**src/rtl/bchan_pkg.sv**
```systemverilog
package bchan_pkg;

    localparam int DELTA_W = 4;
    localparam int BTN_W   = 6;
    localparam int KEY_W   = 8;
    localparam int ACC_W   = 8;
    localparam int CNT_W   = 5;
    localparam int SHR_W   = 8;
    localparam int KQ_DEPTH = 2;
    localparam int NUM_AXES = 2;

    typedef enum logic [2:0] {
        PS_IDLE = 3'd0,
        PS_DX   = 3'd1,
        PS_DY   = 3'd2,
        PS_BTN  = 3'd3,
        PS_FLAG = 3'd4,
        PS_KEY  = 3'd5
    } pstate_e;

    typedef enum logic [2:0] {
        EV_NONE = 3'd0,
        EV_DX   = 3'd1,
        EV_DY   = 3'd2,
        EV_BTN  = 3'd3,
        EV_KEY  = 3'd4
    } evkind_e;

    typedef struct packed {
        evkind_e          kind;
        logic [SHR_W-1:0] data;
    } event_t;

    // Number of bits in the field collected in a given state.
    function automatic int field_len(pstate_e st);
        case (st)
            PS_DX, PS_DY: return DELTA_W;
            PS_BTN:       return BTN_W;
            PS_KEY:       return KEY_W;
            default:      return 1;
        endcase
    endfunction

    // Counter start value so that the last bit of a field produces a carry.
    function automatic logic [CNT_W-1:0] count_seed(int len);
        return CNT_W'((1 << CNT_W) - len);
    endfunction

    // Right-justified field value including the bit arriving now.
    function automatic logic [SHR_W-1:0] field_extract(logic [SHR_W-1:0] shr,
                                                      logic b, int len);
        logic [SHR_W-1:0] full;
        full = {b, shr[SHR_W-1:1]};
        return full >> (SHR_W - len);
    endfunction

endpackage

```
**src/rtl/bchan_parser.sv**
```systemverilog
module bchan_parser
    import bchan_pkg::*;
(
    input  logic   clk,
    input  logic   rst,
    input  logic   smp_en,
    input  logic   smp_bit,
    output event_t evt
);

    pstate_e          st_q, st_d;
    logic [CNT_W-1:0] cnt_q, cnt_d, cnt_inc;
    logic [SHR_W-1:0] shr_q, shr_d, fval;
    logic             carry;
    event_t           evt_d;

    always_comb begin
        {carry, cnt_inc} = {1'b0, cnt_q} + (CNT_W+1)'(1);
        fval       = field_extract(shr_q, smp_bit, field_len(st_q));
        st_d       = st_q;
        cnt_d      = cnt_q;
        shr_d      = shr_q;
        evt_d.kind = EV_NONE;
        evt_d.data = '0;
        if (smp_en) begin
            if (st_q == PS_IDLE) begin
                if (smp_bit) begin
                    st_d  = PS_DX;
                    cnt_d = count_seed(DELTA_W);
                end
            end else begin
                shr_d = {smp_bit, shr_q[SHR_W-1:1]};
                cnt_d = cnt_inc;
                if (carry) begin
                    evt_d.data = fval;
                    case (st_q)
                        PS_DX: begin
                            evt_d.kind = EV_DX;
                            st_d       = PS_DY;
                            cnt_d      = count_seed(DELTA_W);
                        end
                        PS_DY: begin
                            evt_d.kind = EV_DY;
                            st_d       = PS_BTN;
                            cnt_d      = count_seed(BTN_W);
                        end
                        PS_BTN: begin
                            evt_d.kind = EV_BTN;
                            st_d       = PS_FLAG;
                            cnt_d      = count_seed(1);
                        end
                        PS_FLAG: begin
                            st_d  = smp_bit ? PS_KEY : PS_IDLE;
                            cnt_d = count_seed(KEY_W);
                        end
                        PS_KEY: begin
                            evt_d.kind = EV_KEY;
                            st_d       = PS_IDLE;
                        end
                        default: st_d = PS_IDLE;
                    endcase
                end
            end
        end
    end

    always_ff @(posedge clk) begin
        if (rst) begin
            st_q     <= PS_IDLE;
            cnt_q    <= '0;
            shr_q    <= '0;
            evt.kind <= EV_NONE;
            evt.data <= '0;
        end else begin
            st_q  <= st_d;
            cnt_q <= cnt_d;
            shr_q <= shr_d;
            evt   <= evt_d;
        end
    end


    state_legal_chk: assert property (@(posedge clk) disable iff (rst)
        st_q <= PS_KEY);


    idle_hold_chk: assert property (@(posedge clk) disable iff (rst)
        (st_q == PS_IDLE && !(smp_en && smp_bit)) |=> st_q == PS_IDLE);


    idle_start_chk: assert property (@(posedge clk) disable iff (rst)
        (st_q == PS_IDLE && smp_en && smp_bit) |=> st_q == PS_DX);


    flag_end_chk: assert property (@(posedge clk) disable iff (rst)
        (st_q == PS_FLAG && smp_en && !smp_bit) |=> st_q == PS_IDLE);

endmodule

```
**src/rtl/bchan_delta_acc.sv**
```systemverilog
module bchan_delta_acc #(
    parameter int ACC_W   = 8,
    parameter int DELTA_W = 4
) (
    input  logic               clk,
    input  logic               rst,
    input  logic               add_en,
    input  logic [DELTA_W-1:0] delta,
    input  logic               clr,
    output logic [ACC_W-1:0]   post_q
);

    localparam int EXT_W = ACC_W - DELTA_W;

    logic [ACC_W-1:0] acc_q, acc_d, base, addend;

    always_comb begin
        base   = clr ? '0 : acc_q;
        addend = add_en ? {{EXT_W{delta[DELTA_W-1]}}, delta} : '0;
        acc_d  = base + addend;
    end

    always_ff @(posedge clk) begin
        if (rst) begin
            acc_q  <= '0;
            post_q <= '0;
        end else begin
            acc_q <= acc_d;
            if (clr) post_q <= acc_q;
        end
    end


    acc_clear_chk: assert property (@(posedge clk) disable iff (rst)
        (clr && !add_en) |=> acc_q == '0);


    post_hold_chk: assert property (@(posedge clk) disable iff (rst)
        !clr |=> $stable(post_q));


    acc_idle_chk: assert property (@(posedge clk) disable iff (rst)
        (!clr && !add_en) |=> $stable(acc_q));

endmodule

```
**src/rtl/bchan_key_queue.sv**
```systemverilog
module bchan_key_queue #(
    parameter int KEY_W = 8,
    parameter int DEPTH = 2
) (
    input  logic             clk,
    input  logic             rst,
    input  logic             push,
    input  logic [KEY_W-1:0] push_data,
    input  logic             pop,
    output logic             key_vld_q,
    output logic [KEY_W-1:0] key_q,
    output logic             ovf_q
);

    localparam int CW = $clog2(DEPTH + 1);

    logic [KEY_W-1:0] slot_q [DEPTH];
    logic [KEY_W-1:0] slot_d [DEPTH];
    logic [CW-1:0]    cnt_q, cnt_d, base;
    logic             do_pop, drop;

    always_comb begin
        do_pop = pop && (cnt_q != '0);
        for (int i = 0; i < DEPTH; i++) slot_d[i] = slot_q[i];
        if (do_pop) begin
            for (int i = 0; i < DEPTH - 1; i++) slot_d[i] = slot_q[i+1];
            slot_d[DEPTH-1] = '0;
        end
        base = cnt_q - CW'(do_pop);
        drop = push && (base == CW'(DEPTH));
        for (int i = 0; i < DEPTH; i++) begin
            if (push && !drop && base == CW'(i)) slot_d[i] = push_data;
        end
        cnt_d = base + CW'(push && !drop);
    end

    always_ff @(posedge clk) begin
        if (rst) begin
            for (int i = 0; i < DEPTH; i++) slot_q[i] <= '0;
            cnt_q     <= '0;
            key_vld_q <= 1'b0;
            key_q     <= '0;
            ovf_q     <= 1'b0;
        end else begin
            for (int i = 0; i < DEPTH; i++) slot_q[i] <= slot_d[i];
            cnt_q <= cnt_d;
            if (pop) begin
                key_vld_q <= do_pop;
                key_q     <= do_pop ? slot_q[0] : '0;
                ovf_q     <= drop;
            end else begin
                ovf_q <= ovf_q | drop;
            end
        end
    end


    depth_bound_chk: assert property (@(posedge clk) disable iff (rst)
        cnt_q <= CW'(DEPTH));


    full_drop_chk: assert property (@(posedge clk) disable iff (rst)
        (push && !pop && cnt_q == CW'(DEPTH)) |=> (cnt_q == CW'(DEPTH) && ovf_q));


    empty_post_chk: assert property (@(posedge clk) disable iff (rst)
        (pop && cnt_q == '0) |=> (!key_vld_q && key_q == '0));

endmodule

```
**src/rtl/bchan_msg_decoder.sv**
```systemverilog
module bchan_msg_decoder
    import bchan_pkg::*;
(
    input  logic             clk,
    input  logic             rst,
    input  logic             smp_en,
    input  logic             smp_bit,
    input  logic             post_en,
    output logic [ACC_W-1:0] dx_out,
    output logic [ACC_W-1:0] dy_out,
    output logic [BTN_W-1:0] btn_out,
    output logic             key_vld,
    output logic [KEY_W-1:0] key_out,
    output logic             key_ovf
);

    event_t           evt;
    logic [ACC_W-1:0] axis_q [NUM_AXES];
    logic [BTN_W-1:0] btn_cur_q;

    bchan_parser u_parser (
        .clk     (clk),
        .rst     (rst),
        .smp_en  (smp_en),
        .smp_bit (smp_bit),
        .evt     (evt)
    );

    for (genvar a = 0; a < NUM_AXES; a++) begin : g_axis
        localparam evkind_e AX_KIND = (a == 0) ? EV_DX : EV_DY;
        bchan_delta_acc #(
            .ACC_W   (ACC_W),
            .DELTA_W (DELTA_W)
        ) u_acc (
            .clk    (clk),
            .rst    (rst),
            .add_en (evt.kind == AX_KIND),
            .delta  (evt.data[DELTA_W-1:0]),
            .clr    (post_en),
            .post_q (axis_q[a])
        );
    end

    assign dx_out = axis_q[0];
    assign dy_out = axis_q[1];

    always_ff @(posedge clk) begin
        if (rst) begin
            btn_cur_q <= '0;
            btn_out   <= '0;
        end else begin
            if (evt.kind == EV_BTN) btn_cur_q <= evt.data[BTN_W-1:0];
            if (post_en) btn_out <= btn_cur_q;
        end
    end

    bchan_key_queue #(
        .KEY_W (KEY_W),
        .DEPTH (KQ_DEPTH)
    ) u_keyq (
        .clk       (clk),
        .rst       (rst),
        .push      (evt.kind == EV_KEY),
        .push_data (evt.data[KEY_W-1:0]),
        .pop       (post_en),
        .key_vld_q (key_vld),
        .key_q     (key_out),
        .ovf_q     (key_ovf)
    );


    btn_hold_chk: assert property (@(posedge clk) disable iff (rst)
        !post_en |=> $stable(btn_out));

endmodule

```
**config.mk**
```make
export PLATFORM = sky130hd
export DESIGN_NAME = bchan_msg_decoder
export DESIGN_NICKNAME = d
export VERILOG_FILES = /design/src/rtl/bchan_pkg.sv /design/src/rtl/bchan_parser.sv /design/src/rtl/bchan_delta_acc.sv /design/src/rtl/bchan_key_queue.sv /design/src/rtl/bchan_msg_decoder.sv
export SDC_FILE = /design/constraint.sdc
export NUM_CORES = 1
export LEC_CHECK = 0
export ABC_CLOCK_PERIOD_IN_PS = 4470
export CAP_MARGIN = 10
export CORE_MARGIN = 3
export CORE_UTILIZATION = 51
export CTS_BUF_LIST = sky130_fd_sc_hd__clkbuf_2
export CTS_CLUSTER_DIAMETER = 60
export DETAILED_ROUTE_END_ITERATION = 7
export MAX_ROUTING_LAYER = met4
export PLACE_DENSITY_LB_ADDON = 0.12
export SETUP_SLACK_MARGIN = 0.3
export SLEW_MARGIN = 20
export SYNTH_ARGS = -nofsm -noshare
export SYNTH_HDL_FRONTEND = slang
export SYNTH_SLANG_ARGS = --single-unit
```
**constraint.sdc**
```tcl
create_clock -name clk -period 4.47 [get_ports clk]
set_input_delay 0.6705 -clock clk [delete_from_list [all_inputs] [get_ports clk]]
set_output_delay 0.6705 -clock clk [all_outputs]
set_load 0.005 [all_outputs]
```
==> results.yml, run 1 <==
power_and_ir_drop:
  leakage_nw: 1.97
  p_int_mw: 1.18
  sw_frac_of_total_pct: 25.0
  power.density_mw_per_mm2: 311
  ir_worst_vdd_mv: 0.198
  p_seq_share_pct: 57.6
  p_clk_share_pct: 34.7
  power.switching_mw: 0.392
  comb_power_share_pct: 7.7
synthesis:
  yosys_register_bits: 98
  yosysSeqAreaShare_pct: 43.5
  yosys.area.top_type: "dfxtp_1"
  netlist_area_mm2: 0.00451
  synth_cells: 528
  synth_edf_count: 0
  yosysUniqueCellTypes: 52
  async_flop_share_pct: 0
  synth_ff_type: "dfxtp_1"
  synth_nets: 548
  netlist_top_cells_area: "dfxtp_1 (44%), mux2i_1 (7.3%), nor2_1 (5.9%), a21oi_1 (4.6%), nand2_1 (4.2%)"
  synth_most_common_cell: "dfxtp_1"
  synth.avg_cell_area_um2: 8.54
  synth_commonest_cells: "dfxtp_1 (98), nor2_1 (71), nand2_1 (50), a21oi_1 (41), mux2i_1 (33)"
  yosysWarnings: 0
  synth.top_cell.area_share_pct: 43.5
sta:
  setup_violations: 0
  fin_skew_ps: 27.2
  holdWs_ps: 483
  min_period_ps: 2770
  hold_viol: 0
  tightest_slew_ps: 828
  period_share_pct: 61.9
  report.final.slew_viol_count: 0
  setup_tns_ps: 0
  fmax_mhz: 361
  slew_headroom_pct: 44.4
  rsz0062_at_grt: "false"
floorplanning:
  initial_core_util_pct: 53.8
  io_pins: 37
  die_y_um: 100
  die_area_mm2: 0.0100
  num_rows: 33
  die_x_um: 100
  core_area_mm2: 0.00838
worst_setup_path:
  path_class: "reg -> reg"
  slowest_delay_ps: 470
  cp_max_fo: 18
  path_cells: "o21ai_1 > buf_4 > clkinv_1 > ha_1 > xor2_1 > or3_1 > nor2_1 > a311oi_1"
  start_kind: "flip-flop"
  endpoint_kind: "flip-flop"
  crit_slowest_cell: "or3_1"
  r2r_cells: 8
  crit_arrival_ps: 3220
  crit_required_ps: 4920
grt:
  gr-total-overflow: 0
  grt_pass1_wl_um: 15700
  grt_pass1_vias: 3493
  grt_usage_pct: 19.4
  antenna_found_initial: 0
  grt_max_degree: 72
clock_network:
  clk_latency_ps: 530
  numCtsBuffers: 9
  htree_levels: 3
  cts-root-buf: "clkbuf_2"
  cts_resized: 0
  cts_num_sinks: 98
  cts_buffer_depth: 2
  clkTransAtPathRegs_ps: 250
  post_cts_buffers: 0
  cts_tree: "done"
  cts_hold_buf: 0
drt:
  routed_via_density: 5.54
  vias: 3629
  antenna_left: 0
  wl_per_cell_um: 13.8
  finalWirelength_um: 9050
  dr.pass1.iters: 4
  drc: 0
  drt-initial-drc-count: 107
cells_and_area:
  area_growth_syn_to_layout_pct: 11.8
  layout.nets: 565
  diodes: 0
  layout-drive-gt1-share_pct: 5.45
flow_run:
  cap_violations: 0
worst_hold_path:
  hold_class: "reg -> reg"
  hold_depth: 2
placed_design:
  place_congestion: 0.818
  place_hpwl_um: 6280
  port_buffers: 36
run_status:
  status: "finished, final reports clean"
[final cells by class]
cell class	instances	area (µm²)
well taps	105	131
multi-input cells	378	2330
clock inverters	7	124
repair buffers	39	373
inverters	19	71.3
flip-flops and latches	98	1960
fillers	766	3340
clock buffers	9	45.0
[layer usage]
layer  global-route usage (%)  share of wire (%)
met4                     3.83               0.75
met2                     32.9                 50
met3                     4.45                2.7
met5                        -                  0
met1                     23.7                 47
[critical path: cells and delay by family, from the launching register on]
kind | cells | cell delay, ps
DFF | 1 | 380
and+or+nand+nor | 2 | 550
buffers and inverters | 2 | 630
AOI/OAI and AO/OA | 2 | 400
adders and majority gates | 1 | 360
xor gates and xnor gates | 1 | 370
[kinds of logic after synthesis]
| kind of cell | synth area share [%] |
|---|---|
| xor+xnor | 1.17 |
| buf+inv | 4.69 |
| compound gates | 14.2 |
| simple gates | 23.0 |
| flops | 43.5 |
| mux | 8.58 |
| fa+ha+maj | 4.75 |
[placed cells by master, fill, tap and decap left out, types with 3 or more instances in the layout]
cell type	count
xnor2_1	4
a221oi_1	3
bufinv_16	3
nor2b_1	23
a211oi_1	4
inv_1	18
nand2_1	50
a21o_1	6
o21ai_0	13
inv_6	3
clkdlybuf4s50_1	34
or3_1	5
a21oi_1	41
dfxtp_1	98
ha_1	13
nor3_1	10
mux2_2	4
nor2_1	71
buf_4	3
and2_1	12
nand2b_1	3
a311oi_1	11
nand3_1	27
nand3b_1	3
clkbuf_2	9
nor3b_1	4
a22oi_1	8
mux2i_1	33
[registers in the layout, summed over array words and instances (netlist names)]
name                 flops
u_keyq.ovf_q             1
u_parser.st_q            3
btn_cur_q                6
u_keyq.key_q             8
u_keyq.cnt_q             2
g_axis.u_acc.acc_q      16
u_parser.cnt_q           5
btn_out                  6
g_axis.u_acc.post_q     16
u_parser.evt            11
u_keyq.slot_q           16
u_parser.shr_q           7
u_keyq.key_vld_q         1
[metrics by stage]
| stage | total power [mW] | utilization [%] | cells | worst slack (ps) | instance area (µm²) |
|---|---|---|---|---|---|
| finish | 1.57 | 60.1 | 655 | 1700 | 5040 |
| detailed placement | 1.04 | 58.1 | 639 | 1250 | 4870 |
| global route | 1.64 | 60.1 | 655 | 1410 | 5040 |
| CTS | 1.59 | 60.1 | 655 | 1680 | 5040 |
| global placement | 1.04 | 58.1 | 639 | 1370 | 4870 |
| floorplan | 1.01 | - | 528 | 1490 | 4510 |
[final timing paths]
kind	startpoint	end	slack, ps
max	u_keyq.cnt_q[0]	u_keyq.slot_q[0][0]	1700
min	u_parser.shr_q[1]	u_parser.shr_q[1]	480
min reg2reg	u_parser.shr_q[1]	u_parser.shr_q[1]	480
max reg2reg	u_keyq.cnt_q[0]	u_keyq.slot_q[0][0]	1700
[power by group through the flow]
| stage | registers [mW] | clock network (mW) | logic [mW] |
|---|---|---|---|
| finish | 0.903 | 0.543 | 0.121 |
| global route | 0.906 | 0.599 | 0.136 |
| CTS | 0.903 | 0.562 | 0.121 |
| detailed placement | 0.918 | 0 | 0.121 |
| global placement | 0.918 | 0 | 0.118 |
| floorplan | 0.909 | 0 | 0.102 |
(Power assumes the default switching activity.)
==> run 2: changes to the inputs <==
- ABC_CLOCK_PERIOD_IN_PS: 4470 -> 2800
- clock period: 4.47 -> 2.8 ns (I/O delays scaled with it)
==> results.yml, run 2 (synthesized netlist as in run 1, its figures left out) <==
run_status:
  status: "finished, final reports clean"
grt:
  grt_max_degree: 49
  gr-total-overflow: 0
  grt_usage_pct: 20.2
  grt_pass1_vias: 3739
  grt_pass1_wl_um: 16200
  antenna_found_initial: 0
clock_network:
  numCtsBuffers: 9
  cts_buffer_depth: 2
  cts_tree: "done"
  cts_num_sinks: 98
  cts-root-buf: "clkbuf_2"
  clk_latency_ps: 570
  htree_levels: 3
  clkTransAtPathRegs_ps: 280
cells_and_area:
  final_area_mm2: 0.00515
  area_growth_syn_to_layout_pct: 14.4
  layout_common_cells: "dfxtp_1 (95), nor2_1 (71), nand2_1 (50)"
  fin_cells: 670
  diodes: 0
  layout-drive-gt1-share_pct: 10.4
  final_common_cell: "dfxtp_1"
  layout.nets: 580
  reg_top3: "g_axis.u_acc.acc_q: 16 flops, g_axis.u_acc.post_q: 16 flops, u_keyq.slot_q: 16 flops"
worst_setup_path:
  path_class: "reg -> reg"
  endpoint_kind: "flip-flop"
  path_cells: "nor3b_4 > and2_1 > ha_1 > inv_1 > fa_1 > nor2b_2 > o21ai_1 > nand3_1 > nor3b_2 > mux2_2"
  crit_arrival_ps: 2920
  path_delay_family: "simple AND/OR/NAND/NOR gates"
  crit_required_ps: 3290
  slowest_delay_ps: 450
  start_kind: "flip-flop"
  critical_path_buf_inv_count: 1
  crit_slowest_cell: "dfxtp_4"
  cp.depth: 10
  cp_max_fo: 6
  r2r_cells: 10
floorplanning:
  die_area_mm2: 0.0100
  die_x_um: 100
  num_rows: 33
  initial_core_util_pct: 53.8
  die_y_um: 100
  io_pins: 37
  core_area_mm2: 0.00838
drt:
  drc: 0
  finalWirelength_um: 9160
  routed_via_density: 5.49
  vias: 3675
  antenna_left: 0
  dr.pass1.iters: 4
  drt-initial-drc-count: 104
  wl_per_cell_um: 13.7
sta:
  tightest_slew_ps: 514
  rsz0062_at_grt: "true"
  min_period_ps: 2430
  setup_tns_ps: 0
  slew_headroom_pct: 65.5
  period_share_pct: 86.7
  hold_viol: 0
  fin_skew_ps: 38.6
  report.final.slew_viol_count: 0
  fmax_mhz: 412
  setup_violations: 0
power_and_ir_drop:
  sw_frac_of_total_pct: 29.0
  p_seq_share_pct: 62.0
  p_int_mw: 1.64
  power.switching_mw: 0.668
  power.density_mw_per_mm2: 447
  ir_worst_vdd_mv: 0.274
  p_clk_share_pct: 28.5
  comb_power_share_pct: 9.5
  leakage_nw: 2.03
placed_design:
  place_congestion: 0.853
  placed_area_mm2: 0.00497
  port_buffers: 36
  dp_cells: 652
  place_hpwl_um: 6430
worst_hold_path:
  hold_depth: 2
  hold_class: "in -> reg"
flow_run:
  cap_violations: 0
run 2: cell count changes in the layout (fill, tap and decap cells not counted), moves of 2 or more:
| cell | delta |
|---|---|
| buf_4 | +15 |
| bufinv_16 | -3 |
| clkinv_4 | +3 |
| dfxtp_1 | -3 |
| nor3b_1 | -3 |
| dfxtp_4 | +2 |
| inv_8 | +2 |
| nor2b_1 | -2 |
| nor2b_2 | +2 |
| nor3b_4 | +2 |
| o21ai_0 | -2 |
run 2: worst register-to-register path: cells and delay by family (launching register included):
| family | cells | cell delay [ps] |
|---|---|---|
| flops | 1 | 450 |
| buf+inv | 1 | 70 |
| compound gates | 1 | 120 |
| fa+ha+maj | 2 | 590 |
| simple gates | 5 | 790 |
| mux | 1 | 360 |
run 2: worst paths after layout:
path | startpoint | to | slack [ps]
hold / removal | rst | u_parser.st_q[0] | 210
hold reg to reg | u_parser.shr_q[1] | u_parser.shr_q[1] | 480
setup reg to reg | u_parser.evt[9] | g_axis[1].u_acc.acc_q[6] | 370
setup / recovery | u_parser.evt[9] | g_axis[1].u_acc.acc_q[6] | 370
run 2: metal layers:
| metal | GRT usage, % | up-vias | share of wire (%) | routed length (µm) |
|---|---|---|---|---|
| li1 | - | 1888 | - | - |
| met4 | 6.32 | 0 | 0.85 | 78 |
| met3 | 3.82 | 8 | 3.0 | 277 |
| met2 | 35.0 | 44 | 49 | 4510 |
| met5 | - | - | 0 | 0 |
| met1 | 23.7 | 1735 | 47 | 4300 |
run 2: stage by stage:
step / worst slack, ps / hold WS [ps] / power, mW / util, %
after floorplan: 307 / 432 / 1.62 / -
after global placement: 293 / 450 / 1.67 / 59.3
after detailed placement: 146 / 454 / 1.67 / 59.3
after CTS: 251 / 167 / 2.34 / 60.8
after global routing: 249 / 176 / 2.41 / 61.5
final: 374 / 214 / 2.31 / 61.5
run 2: repair_timing:
action | CTS | global route
setup endpoints to repair | 2 | 3
hold endpoints to repair | 0 | 0
pin swaps | 0 | 2
hold buffers | 0 | 0
buffers inserted | 0 | 2
resized for setup | 4 | 14
run 2: area by class of cell:
class,instances,area (µm²)
Clock inverter,7,66.3
Timing Repair Buffer,54,485
Multi-Input combinational cell,378,2380
Fill cell,764,3230
Clock buffer,9,45.0
Tap cell,105,131
Sequential cell,98,1970
Inverter,19,72.6
run 2: power by group through the flow:
stage	registers, mW	logic [mW]	clock network [mW]
2_1_floorplan	1.45	0.165	0
3_3_place_gp	1.45	0.215	0
3_5_place_dp	1.45	0.220	0
4_1_cts	1.43	0.220	0.693
5_1_grt	1.43	0.247	0.735
6_report	1.43	0.220	0.657
==> run 3: changes to the inputs <==
- ABC_CLOCK_PERIOD_IN_PS: 2800 -> not set
- CORE_UTILIZATION: 51 -> 45
==> results.yml, run 3 (synthesized netlist as in run 1, its figures left out) <==
drt:
  drt-initial-drc-count: 147
  drc: 0
  finalWirelength_um: 9200
  routed-wl-met3_um: 305
  antenna_left: 0
  routed_via_density: 5.32
  dr_wl_met2_um: 4210
  wl_per_cell_um: 13.3
  drt-met1-wl_um: 4620
  highest_layer: "met4"
  vias: 3679
  dr.pass1.iters: 4
worst_setup_path:
  path_cells: "nor3b_4 > and2_1 > ha_2 > inv_1 > fa_1 > nor2b_1 > o21ai_0 > and2_1 > o311a_1 > mux2i_1"
  start_kind: "flip-flop"
  crit_arrival_ps: 2860
  path_class: "reg -> reg"
  crit_required_ps: 3270
  cp_common_cell: "and2_1"
  slowest_delay_ps: 410
  cp-startpoint: "u_parser.evt[9]"
  cp_max_fo: 4
  endpoint_kind: "flip-flop"
  crit_slowest_cell: "dfxtp_4"
  r2r_start: "u_parser.evt[9]"
clock_network:
  cts-root-buf: "clkbuf_2"
  numCtsBuffers: 9
  cts_tree: "done"
  cts_num_sinks: 98
  cts_buffer_depth: 2
  htree_levels: 3
  clk_latency_ps: 540
  clkTransAtPathRegs_ps: 240
power_and_ir_drop:
  ir_worst_vdd_mv: 0.278
  leakage_nw: 2.04
  power.density_mw_per_mm2: 459
  total_power_mw: 2.38
run_status:
  status: "finished, final reports clean"
cells_and_area:
  reg_top3: "g_axis.u_acc.acc_q: 16 flops, g_axis.u_acc.post_q: 16 flops, u_keyq.slot_q: 16 flops"
  fillers: 927
  layout_common_cells: "dfxtp_1 (94), nor2_1 (71), nand2_1 (50)"
  area_growth_syn_to_layout_pct: 15.0
  layout.nets: 579
  layout-drive-gt1-share_pct: 9.41
  diodes: 0
  final_common_cell: "dfxtp_1"
sta:
  setup_violations: 0
  report.final.slew_viol_count: 0
  fmax_mhz: 418
  min_period_ps: 2390
  hold_viol: 0
  fin_skew_ps: 18.6
  tightest_slew_ps: 540
  rsz0062_at_grt: "true"
  period_share_pct: 85.4
  slew_headroom_pct: 63.8
  setup_tns_ps: 0
grt:
  antenna_found_initial: 0
  grt_pass1_wl_um: 16200
  grt_usage_pct: 17.8
  gr-total-overflow: 0
  grt_max_degree: 41
  grt_pass1_vias: 3376
flow_run:
  cap_violations: 0
worst_hold_path:
  holdCritStartpoint: "rst"
  hold_class: "in -> reg"
floorplanning:
  num_rows: 35
  die_y_um: 106
  die_x_um: 106
  initial_core_util_pct: 47.4
  io_pins: 37
  die_area_mm2: 0.0113
  core_area_mm2: 0.00950
placed_design:
  place_congestion: 0.858
  place_hpwl_um: 6390
  port_buffers: 36
run 3: cell types whose count changed in the layout (fill, tap and decap cells not counted), sizes merged:
cell      before  now
inv           22   18
bufinv         0    2
buf           20   19
clkinvlp       0    1
run 3: worst paths after layout:
path                                             endpoint  slack [ps]  cells after the start
worst min-delay path            g_axis[1].u_acc.post_q[7]         260                      2
worst min register to register       u_keyq.slot_q[0][15]         480                      2
worst max-delay path             g_axis[0].u_acc.acc_q[6]         410                     10
worst max register to register   g_axis[0].u_acc.acc_q[6]         410                     10
run 3: layout make-up:
class	instances	area (µm²)	share of cell area, %
clock inverter	6	82.6	1.59
clock buffer	9	45.0	0.869
sequential	98	1970	38.0
tap	129	161	3.11
inverter	19	72.6	1.40
timing repair buffer	53	490	9.46
multi-input combinational	378	2360	45.5
run 3: critical path: cells and delay by family (launching register included):
kind	cells	cell delay, ps
fa+ha+maj	2	560
flops	1	410
mux	1	120
compound gates	2	470
buf+inv	1	60
simple gates	4	710
run 3: repair_timing:
| action | in CTS | in global routing |
|---|---|---|
| setup endpoints to repair | 2 | 4 |
| hold buffers | 0 | 0 |
| gates resized for setup | 2 | 10 |
| setup buffers | 0 | 2 |
run 3: metal layers:
layer,vias up,GRT usage [%]
li1,1881,-
met4,0,5.83
met1,1738,25.0
met3,8,2.49
met2,52,26.3
met5,-,-
run 3: power breakdown:
part	internal, mW	switching [mW]	leakage, nW
sequential	1.41	0.0166	0.793
combinational	0.0787	0.138	1.17
clock	0.285	0.448	0.0775
run 3: per-stage QoR:
stage / setup WS, ps / util, % / area [µm²] / hold slack, ps / instances
after detailed placement: 185 / 52.7 / 5010 / 455 / 675
after global placement: 279 / 52.7 / 5010 / 447 / 675
after CTS: 222 / 54.2 / 5150 / 228 / 690
after global routing: 219 / 54.6 / 5180 / 244 / 692
after floorplan: 307 / - / 4510 / 432 / 528
final: 408 / 54.6 / 5180 / 262 / 692
